## config.mk

```make
export PLATFORM = sky130hd
export DESIGN_NAME = sc_deact_seq
export DESIGN_NICKNAME = d
export VERILOG_FILES = /design/src/rtl/sc_deact_pkg.sv /design/src/rtl/sc_step_timer.sv /design/src/rtl/sc_flt_latch.sv /design/src/rtl/sc_deact_ctrl.sv /design/src/rtl/sc_deact_seq.sv
export SDC_FILE = /design/constraint.sdc
export NUM_CORES = 1
export LEC_CHECK = 0
export CORE_ASPECT_RATIO = 1.25
export CORE_MARGIN = 8
export CORE_UTILIZATION = 26
export DETAILED_ROUTE_END_ITERATION = 10
export GPL_ROUTABILITY_DRIVEN = 0
export GPL_TIMING_DRIVEN = 0
export HOLD_SLACK_MARGIN = 0.05
export RECOVER_POWER = 50
export SYNTH_ARGS = -nofsm -noshare
export SYNTH_HDL_FRONTEND = slang
export SYNTH_HIERARCHICAL = 1
export SYNTH_SLANG_ARGS = --single-unit
```

## constraint.sdc

```tcl
create_clock -name clk_i -period 2.41 [get_ports clk_i]
set_input_delay 0.241 -clock clk_i [delete_from_list [all_inputs] [get_ports clk_i]]
set_output_delay 0.241 -clock clk_i [all_outputs]
set_load 0.02 [all_outputs]
```

## src/rtl/sc_deact_pkg.sv

```systemverilog
package sc_deact_pkg;

  typedef enum logic [2:0] {
    ST_IDLE,
    ST_ACTIVE,
    ST_RST_W,
    ST_CLK_W,
    ST_IO_W,
    ST_VCC_W,
    ST_DISCH,
    ST_DONE
  } seq_state_e;

  localparam int FLT_N    = 5;
  localparam int FLT_OVC  = 0;
  localparam int FLT_OVT  = 1;
  localparam int FLT_VDD  = 2;
  localparam int FLT_VSUP = 3;
  localparam int FLT_CARD = 4;

  function automatic int max_of(input int a, input int b);
    return (a > b) ? a : b;
  endfunction

endpackage

```

## src/rtl/sc_step_timer.sv

```systemverilog
module sc_step_timer #(
  parameter int W = 8
) (
  input  logic         clk_i,
  input  logic         rst_ni,
  input  logic         load_i,
  input  logic [W-1:0] load_val_i,
  output logic         zero_o
);

  logic [W-1:0] cnt_q;

  always_ff @(posedge clk_i or negedge rst_ni) begin
    if (!rst_ni)           cnt_q <= '0;
    else if (load_i)       cnt_q <= load_val_i;
    else if (cnt_q != '0)  cnt_q <= cnt_q - 1'b1;
  end

  assign zero_o = (cnt_q == '0);

endmodule

```

## src/rtl/sc_flt_latch.sv

```systemverilog
module sc_flt_latch #(
  parameter int N = 5
) (
  input  logic         clk_i,
  input  logic         rst_ni,
  input  logic [N-1:0] flt_i,
  input  logic         arm_i,
  input  logic         clr_i,
  output logic [N-1:0] lat_o,
  output logic         any_o
);

  logic [N-1:0] lat_q;

  always_ff @(posedge clk_i or negedge rst_ni) begin
    if (!rst_ni)     lat_q <= '0;
    else if (clr_i)  lat_q <= '0;
    else if (arm_i)  lat_q <= lat_q | flt_i;
  end

  assign lat_o = lat_q;
  assign any_o = |flt_i;


  cause_arm_only_chk: assert property (@(posedge clk_i) disable iff (!rst_ni)
    (|(lat_q & ~$past(lat_q))) |-> $past(arm_i));


  cause_clear_chk: assert property (@(posedge clk_i) disable iff (!rst_ni)
    $past(clr_i) |-> (lat_q == '0));

endmodule

```

## src/rtl/sc_deact_ctrl.sv

```systemverilog
module sc_deact_ctrl
  import sc_deact_pkg::*;
#(
  parameter int T_RST_CYC      = 1,
  parameter int T_CLK_CYC      = 12,
  parameter int T_IO_CYC       = 1,
  parameter int T_VCC_CYC      = 1,
  parameter int DISCH_CYC      = 120,
  parameter bit USE_SUPPLY_LOW = 1'b1,
  parameter int W              = 8
) (
  input  logic         clk_i,
  input  logic         rst_ni,
  input  logic         cmd_off_i,
  input  logic         flt_any_i,
  input  logic         supply_low_i,
  input  logic         tmr_zero_i,
  output logic         tmr_load_o,
  output logic [W-1:0] tmr_val_o,
  output logic         arm_o,
  output logic         clr_o,
  output logic         card_rst_o,
  output logic         clk_en_o,
  output logic         io_en_o,
  output logic         vcc_en_o,
  output logic         busy_o,
  output logic         done_o
);

  localparam logic [W-1:0] L_RST = W'(T_RST_CYC - 1);
  localparam logic [W-1:0] L_CLK = W'(T_CLK_CYC - 1);
  localparam logic [W-1:0] L_IO  = W'(T_IO_CYC - 1);
  localparam logic [W-1:0] L_VCC = W'(T_VCC_CYC - 1);
  localparam logic [W-1:0] L_DIS = W'(DISCH_CYC - 1);

  seq_state_e state_q, state_d;
  logic       disch_end;

  generate
    if (USE_SUPPLY_LOW) begin : g_sense
      assign disch_end = supply_low_i | tmr_zero_i;
    end else begin : g_timed
      assign disch_end = tmr_zero_i;
    end
  endgenerate

  always_comb begin
    state_d    = state_q;
    tmr_load_o = 1'b0;
    tmr_val_o  = '0;
    clr_o      = 1'b0;
    unique case (state_q)
      ST_DONE:   if (cmd_off_i) state_d = ST_IDLE;
      ST_IDLE:   if (!cmd_off_i && !flt_any_i) begin
                   state_d = ST_ACTIVE;
                   clr_o   = 1'b1;
                 end
      ST_ACTIVE: if (cmd_off_i || flt_any_i) begin
                   state_d    = ST_RST_W;
                   tmr_load_o = 1'b1;
                   tmr_val_o  = L_RST;
                 end
      ST_RST_W:  if (tmr_zero_i) begin
                   state_d    = ST_CLK_W;
                   tmr_load_o = 1'b1;
                   tmr_val_o  = L_CLK;
                 end
      ST_CLK_W:  if (tmr_zero_i) begin
                   state_d    = ST_IO_W;
                   tmr_load_o = 1'b1;
                   tmr_val_o  = L_IO;
                 end
      ST_IO_W:   if (tmr_zero_i) begin
                   state_d    = ST_VCC_W;
                   tmr_load_o = 1'b1;
                   tmr_val_o  = L_VCC;
                 end
      ST_VCC_W:  if (tmr_zero_i) begin
                   state_d    = ST_DISCH;
                   tmr_load_o = 1'b1;
                   tmr_val_o  = L_DIS;
                 end
      ST_DISCH:  if (disch_end) state_d = ST_DONE;
      default:   state_d = ST_DONE;
    endcase
  end

  always_ff @(posedge clk_i or negedge rst_ni) begin
    if (!rst_ni) state_q <= ST_DONE;
    else         state_q <= state_d;
  end

  assign arm_o      = (state_q == ST_ACTIVE);
  assign card_rst_o = (state_q == ST_ACTIVE) || (state_q == ST_RST_W);
  assign clk_en_o   = card_rst_o || (state_q == ST_CLK_W);
  assign io_en_o    = clk_en_o   || (state_q == ST_IO_W);
  assign vcc_en_o   = io_en_o    || (state_q == ST_VCC_W);
  assign busy_o     = (state_q == ST_RST_W) || (state_q == ST_CLK_W) ||
                      (state_q == ST_IO_W)  || (state_q == ST_VCC_W) ||
                      (state_q == ST_DISCH);
  assign done_o     = (state_q == ST_DONE) || (state_q == ST_IDLE);


  rearm_chk: assert property (@(posedge clk_i) disable iff (!rst_ni)
    ($past(state_q) == ST_DONE) |-> (state_q != ST_ACTIVE));

endmodule

```

## src/rtl/sc_deact_seq.sv

```systemverilog
module sc_deact_seq
  import sc_deact_pkg::*;
#(
  parameter int T_RST_CYC      = 1,
  parameter int T_CLK_CYC      = 12,
  parameter int T_IO_CYC       = 1,
  parameter int T_VCC_CYC      = 1,
  parameter int DISCH_CYC      = 120,
  parameter bit USE_SUPPLY_LOW = 1'b1
) (
  input  logic       clk_i,
  input  logic       rst_ni,
  input  logic       cmd_off_i,
  input  logic       ovc_flt_i,
  input  logic       ovt_flt_i,
  input  logic       vdd_flt_i,
  input  logic       vsup_flt_i,
  input  logic       card_gone_i,
  input  logic       supply_low_i,
  output logic       card_rst_o,
  output logic       card_clk_en_o,
  output logic       card_io_en_o,
  output logic       card_vcc_en_o,
  output logic       deact_busy_o,
  output logic       deact_done_o,
  output logic [4:0] flt_cause_o
);

  localparam int MAX_CYC = max_of(max_of(max_of(T_RST_CYC, T_CLK_CYC),
                                         max_of(T_IO_CYC, T_VCC_CYC)), DISCH_CYC);
  localparam int TMR_W   = $clog2(MAX_CYC + 1);
  localparam int SEQ_TOT = T_RST_CYC + T_CLK_CYC + T_IO_CYC + T_VCC_CYC + DISCH_CYC;
  localparam int SEQ_W   = $clog2(SEQ_TOT + 2);
  localparam logic [SEQ_W-1:0] AT_RST = SEQ_W'(T_RST_CYC);
  localparam logic [SEQ_W-1:0] AT_CLK = SEQ_W'(T_RST_CYC + T_CLK_CYC);
  localparam logic [SEQ_W-1:0] AT_IO  = SEQ_W'(T_RST_CYC + T_CLK_CYC + T_IO_CYC);
  localparam logic [SEQ_W-1:0] AT_VCC = SEQ_W'(T_RST_CYC + T_CLK_CYC + T_IO_CYC + T_VCC_CYC);

  logic [FLT_N-1:0] flt_vec;
  logic             flt_any, arm, clr, tmr_load, tmr_zero;
  logic [TMR_W-1:0] tmr_val;

  assign flt_vec[FLT_OVC]  = ovc_flt_i;
  assign flt_vec[FLT_OVT]  = ovt_flt_i;
  assign flt_vec[FLT_VDD]  = vdd_flt_i;
  assign flt_vec[FLT_VSUP] = vsup_flt_i;
  assign flt_vec[FLT_CARD] = card_gone_i;

  sc_flt_latch #(.N(FLT_N)) u_flt (
    .clk_i  (clk_i),
    .rst_ni (rst_ni),
    .flt_i  (flt_vec),
    .arm_i  (arm),
    .clr_i  (clr),
    .lat_o  (flt_cause_o),
    .any_o  (flt_any)
  );

  sc_step_timer #(.W(TMR_W)) u_tmr (
    .clk_i      (clk_i),
    .rst_ni     (rst_ni),
    .load_i     (tmr_load),
    .load_val_i (tmr_val),
    .zero_o     (tmr_zero)
  );

  sc_deact_ctrl #(
    .T_RST_CYC      (T_RST_CYC),
    .T_CLK_CYC      (T_CLK_CYC),
    .T_IO_CYC       (T_IO_CYC),
    .T_VCC_CYC      (T_VCC_CYC),
    .DISCH_CYC      (DISCH_CYC),
    .USE_SUPPLY_LOW (USE_SUPPLY_LOW),
    .W              (TMR_W)
  ) u_ctrl (
    .clk_i        (clk_i),
    .rst_ni       (rst_ni),
    .cmd_off_i    (cmd_off_i),
    .flt_any_i    (flt_any),
    .supply_low_i (supply_low_i),
    .tmr_zero_i   (tmr_zero),
    .tmr_load_o   (tmr_load),
    .tmr_val_o    (tmr_val),
    .arm_o        (arm),
    .clr_o        (clr),
    .card_rst_o   (card_rst_o),
    .clk_en_o     (card_clk_en_o),
    .io_en_o      (card_io_en_o),
    .vcc_en_o     (card_vcc_en_o),
    .busy_o       (deact_busy_o),
    .done_o       (deact_done_o)
  );

  // cycles since busy rose, used only by the gap checks
  logic [SEQ_W-1:0] seq_cnt_q;
  always_ff @(posedge clk_i or negedge rst_ni) begin
    if (!rst_ni)           seq_cnt_q <= '0;
    else if (deact_busy_o) seq_cnt_q <= seq_cnt_q + 1'b1;
    else                   seq_cnt_q <= '0;
  end


  step_order_chk: assert property (@(posedge clk_i) disable iff (!rst_ni)
    (card_rst_o -> card_clk_en_o) && (card_clk_en_o -> card_io_en_o) &&
    (card_io_en_o -> card_vcc_en_o));


  rst_gap_chk: assert property (@(posedge clk_i) disable iff (!rst_ni)
    $fell(card_rst_o) |-> (seq_cnt_q == AT_RST));


  clk_gap_chk: assert property (@(posedge clk_i) disable iff (!rst_ni)
    $fell(card_clk_en_o) |-> (seq_cnt_q == AT_CLK));


  io_gap_chk: assert property (@(posedge clk_i) disable iff (!rst_ni)
    $fell(card_io_en_o) |-> (seq_cnt_q == AT_IO));


  vcc_gap_chk: assert property (@(posedge clk_i) disable iff (!rst_ni)
    $fell(card_vcc_en_o) |-> (seq_cnt_q == AT_VCC));


  trigger_chk: assert property (@(posedge clk_i) disable iff (!rst_ni)
    (card_vcc_en_o && !deact_busy_o && (cmd_off_i || (|flt_vec))) |=> deact_busy_o);


  run_to_end_chk: assert property (@(posedge clk_i) disable iff (!rst_ni)
    deact_busy_o |=> (deact_busy_o || deact_done_o));


  act_gate_chk: assert property (@(posedge clk_i) disable iff (!rst_ni)
    $rose(card_vcc_en_o) |-> $past(!cmd_off_i && (flt_vec == '0)));


  busy_done_excl_chk: assert property (@(posedge clk_i) disable iff (!rst_ni)
    !(deact_busy_o && deact_done_o));

endmodule

```

==> metrics, run 1 <==
drt first pass iters=4; HP Class=input port to async pin; fin crit share=0.956; I/O Buffers=19; Max rail drop VDD=0.000394 V; die width=71.5 um; Netlist cell types=42; Pleak=0.502 nW; Setup CP Type=register to register; Critical Path AT=2.48 ns; fraction of layout cells with a size suffix above 1=0.165; global-route wire length before repair=4390 um; most used cell, CP=a21oi_1; Int Power=0.962 mW; vias in the first global route=971; RSZ-0062 raised after global routing=false; crit path cell chain=or4_4 -> nor2_4 -> nand2_1 -> a21oi_1 -> a21o_1 -> clkbuf_2 -> a41oi_1 -> a21oi_1; sequential share of power=0.307; Avg Cell Area, Syn=9.02 sq um; # DRC=0; final hold violations=0; max cap viols=0; fin nets=145; area delta synth->final=29.2%; Fmax=434 MHz; Placed Instances=170; antenna violations before repair=0; max-slew violation count=0; sequential area share after synthesis=0.379; Final Instance Area=0.00129 sq mm; full die area=0.00610 sq mm; Final Setup Violations=0; Psw=0.738 mW; setup TNS=0 ns; GR Layer Usage met3=0.0295; gr usage total=0.0897; Inserted Diodes=0; Post-DP HPWL=1950 um; largest net degree at the start of global routing=16; detailed-route via count=905; met1 Track Usage GR=0.0926; Post-CTS Setup Inserts=0; Slew HR=0.499; core area=0.00375 sq mm; CTS tree=done; Avg Vias per Cell=5.23; DR WL/cell=14.7 um; Post-Syn Instances=111; H-tree depth=1; Worst Setup End Kind=register; Post-Route WL=2550 um; Critical Path Max Stage Delay=0.61 ns; Ys Warns=6; slowest CP cell=or4_4; worst skew pair latency=0.25 ns; Post-DP Area=0.00124 sq mm; r2r setup slk=0.11 ns; Comb pwr share=0.571; met2 GRT Util=0.154; Clk network pwr share=0.122; post-route minimum period=2.30 ns; CP bufs+invs=1; type of origin of the critical path=register; switching share of total power=0.434; power per cell area=1310 mW/mm^2; Non-Filler Instances=173; post-route ant nets=0; root cell of the clock tree=clkbuf_8; initial core utilization=0.267; Worst Tran Pin Value=0.745 ns; Core Rows=25; worst-path fanout max=10; syn_nets=122; busiest grt layer=met2; outcome=completed; Die Y=85.4 um; CP delay by family, top=simple AND/OR/NAND/NOR gates; Reg clk slew, reported paths=0.06 ns; num ports=20; Post-Syn Area=0.00100 sq mm; Yosys reg bits=15; GRT Residual Overflow=0; CTS Buffer Depth=2; total CTS buffers=3; drt initial violations=48; clk sinks=15; Setup Skew=0.00204 ns; CP required=2.59 ns
-- power groups by stage --
stage          Clock, mW  Combinational [mW]  Sequential, mW
5_1_grt            0.230                1.06           0.542
6_report           0.208               0.971           0.522
4_1_cts            0.218               0.994           0.523
3_3_place_gp           0               0.970           0.505
3_5_place_dp           0               0.999           0.509
2_1_floorplan          0               0.609           0.542
-- timing repair --
action	in CTS	in global routing
gates resized for setup	3	2
hold buffers	0	0
gates cloned	0	0
setup endpoints to repair	9	1
-- layout by cell type, fill, tap and decap left out, types with 2 or more instances in the layout --
master / instances
clkdlybuf4s50_1: 13
o21ai_0: 2
nand2_1: 7
o31ai_1: 4
o21ai_1: 2
dlygate4sd3_1: 6
buf_4: 4
o31a_1: 2
buf_2: 3
ha_1: 2
a21o_1: 2
nor4b_2: 2
clkbuf_2: 2
a21oi_1: 9
nand3b_1: 2
nor3_1: 3
dfstp_2: 3
nand3_1: 3
nor2b_1: 4
dfrtp_1: 12
or2_1: 2
nand2b_1: 3
inv_1: 2
nor3b_1: 2
nor2_1: 9
xnor2_1: 4
or3_1: 2
clkbuf_8: 3
-- worst paths after layout --
kind | start | end | cells past startpoint
setup / recovery | u_tmr/cnt_q[3]$_DFFE_PN0P_ | u_tmr/cnt_q[5]$_DFFE_PN0P_ | 8
hold / removal | rst_ni | u_tmr/cnt_q[0]$_DFFE_PN0P_ | 1
setup reg to reg | u_tmr/cnt_q[3]$_DFFE_PN0P_ | u_tmr/cnt_q[5]$_DFFE_PN0P_ | 8
hold reg to reg | u_flt/lat_o[3]$_DFFE_PN0P_ | u_flt/lat_o[3]$_DFFE_PN0P_ | 2
max in group asynchronous | rst_ni | u_tmr/cnt_q[3]$_DFFE_PN0P_ | 1
min in group clk_i | u_flt/lat_o[3]$_DFFE_PN0P_ | u_flt/lat_o[3]$_DFFE_PN0P_ | 2
-- state kept, by name, indices dropped and copies added, names as in the netlist --
name,count
u_tmr/cnt_q,7
u_flt/lat_o,5
u_ctrl/state_q,3
-- metal layers --
layer,part of all wire,routed length [um],up-vias
met4,0.0094,24,0
li1,-,-,445
met1,0.41,1050,437
met2,0.54,1370,21
met3,0.040,102,2
met5,0,0,-
-- through the flow --
stage	power, mW	hold WS, ns	util	worst slack [ns]
2_1_floorplan	1.15	-0.0546	-	0.178
3_3_place_gp	1.48	0.486	0.331	-0.202
5_1_grt	1.83	0.527	0.345	0.00164
6_report	1.70	0.492	0.345	0.105
4_1_cts	1.73	0.450	0.344	0.0864
3_5_place_dp	1.51	0.485	0.331	-0.315
-- synth_stat cells, drive strengths merged --
library cell  count  area, sq um
a2111oi           1         15.0
a211oi            1         7.51
a21boi            2         15.0
a21o              2         15.0
a21oi             9         45.0
a221oi            1         8.76
a22o              1         8.76
a31oi             1         6.26
a41oi             1         8.76
and3              1         6.26
buf               7         45.0
clkbuf            3         11.3
dfrtp            12          300
dfstp             3         78.8
ha                2         25.0
inv               2         7.51
nand2             7         26.3
nand2b            3         18.8
nand3             3         15.0
nand3b            2         15.0
nor2             10         37.5
nor2b             4         25.0
nor3              3         15.0
nor3b             2         15.0
nor4              2         18.8
nor4b             2         30.0
o21a              1         7.51
o21ai             4         20.0
o21bai            1         7.51
o221ai            1         8.76
o311a             1         10.0
o31a              2         17.5
o31ai             4         30.0
or2               2         12.5
or3               2         12.5
or4               2         18.8
xnor2             4         35.0
-- kinds of logic after synthesis --
logic type | Yosys count | share of synthesized area
AO/OA/AOI/OAI | 33 | 0.231
adder cells (fa/ha/maj) | 2 | 0.0250
flip-flops | 15 | 0.379
AND/OR/NAND/NOR | 45 | 0.266
buffers and inverters | 12 | 0.0637
XOR/XNOR | 4 | 0.0350
-- cell type report --
type / instances / area [sq um]
buffer: 9 / 55.1
clock buffer: 3 / 41.3
clock inverter: 1 / 5.00
fill: 390 / 2460
inverter: 2 / 7.51
multi-input combinational: 84 / 566
sequential: 15 / 379
tap: 40 / 50.0
timing repair buffer: 19 / 190
Note: power is estimated with default switching activity, not from simulation.
==> inputs of run 2 (changes only) <==
--- a/config.mk
+++ b/config.mk
@@ -8,6 +8,7 @@
 export CORE_ASPECT_RATIO = 1.25
 export CORE_MARGIN = 8
 export CORE_UTILIZATION = 26
+export CTS_CLUSTER_SIZE = 12
 export DETAILED_ROUTE_END_ITERATION = 10
 export GPL_ROUTABILITY_DRIVEN = 0
 export GPL_TIMING_DRIVEN = 0
==> results of run 2 <==
The final DEF is identical to that of run 1; final timing and power are the same.
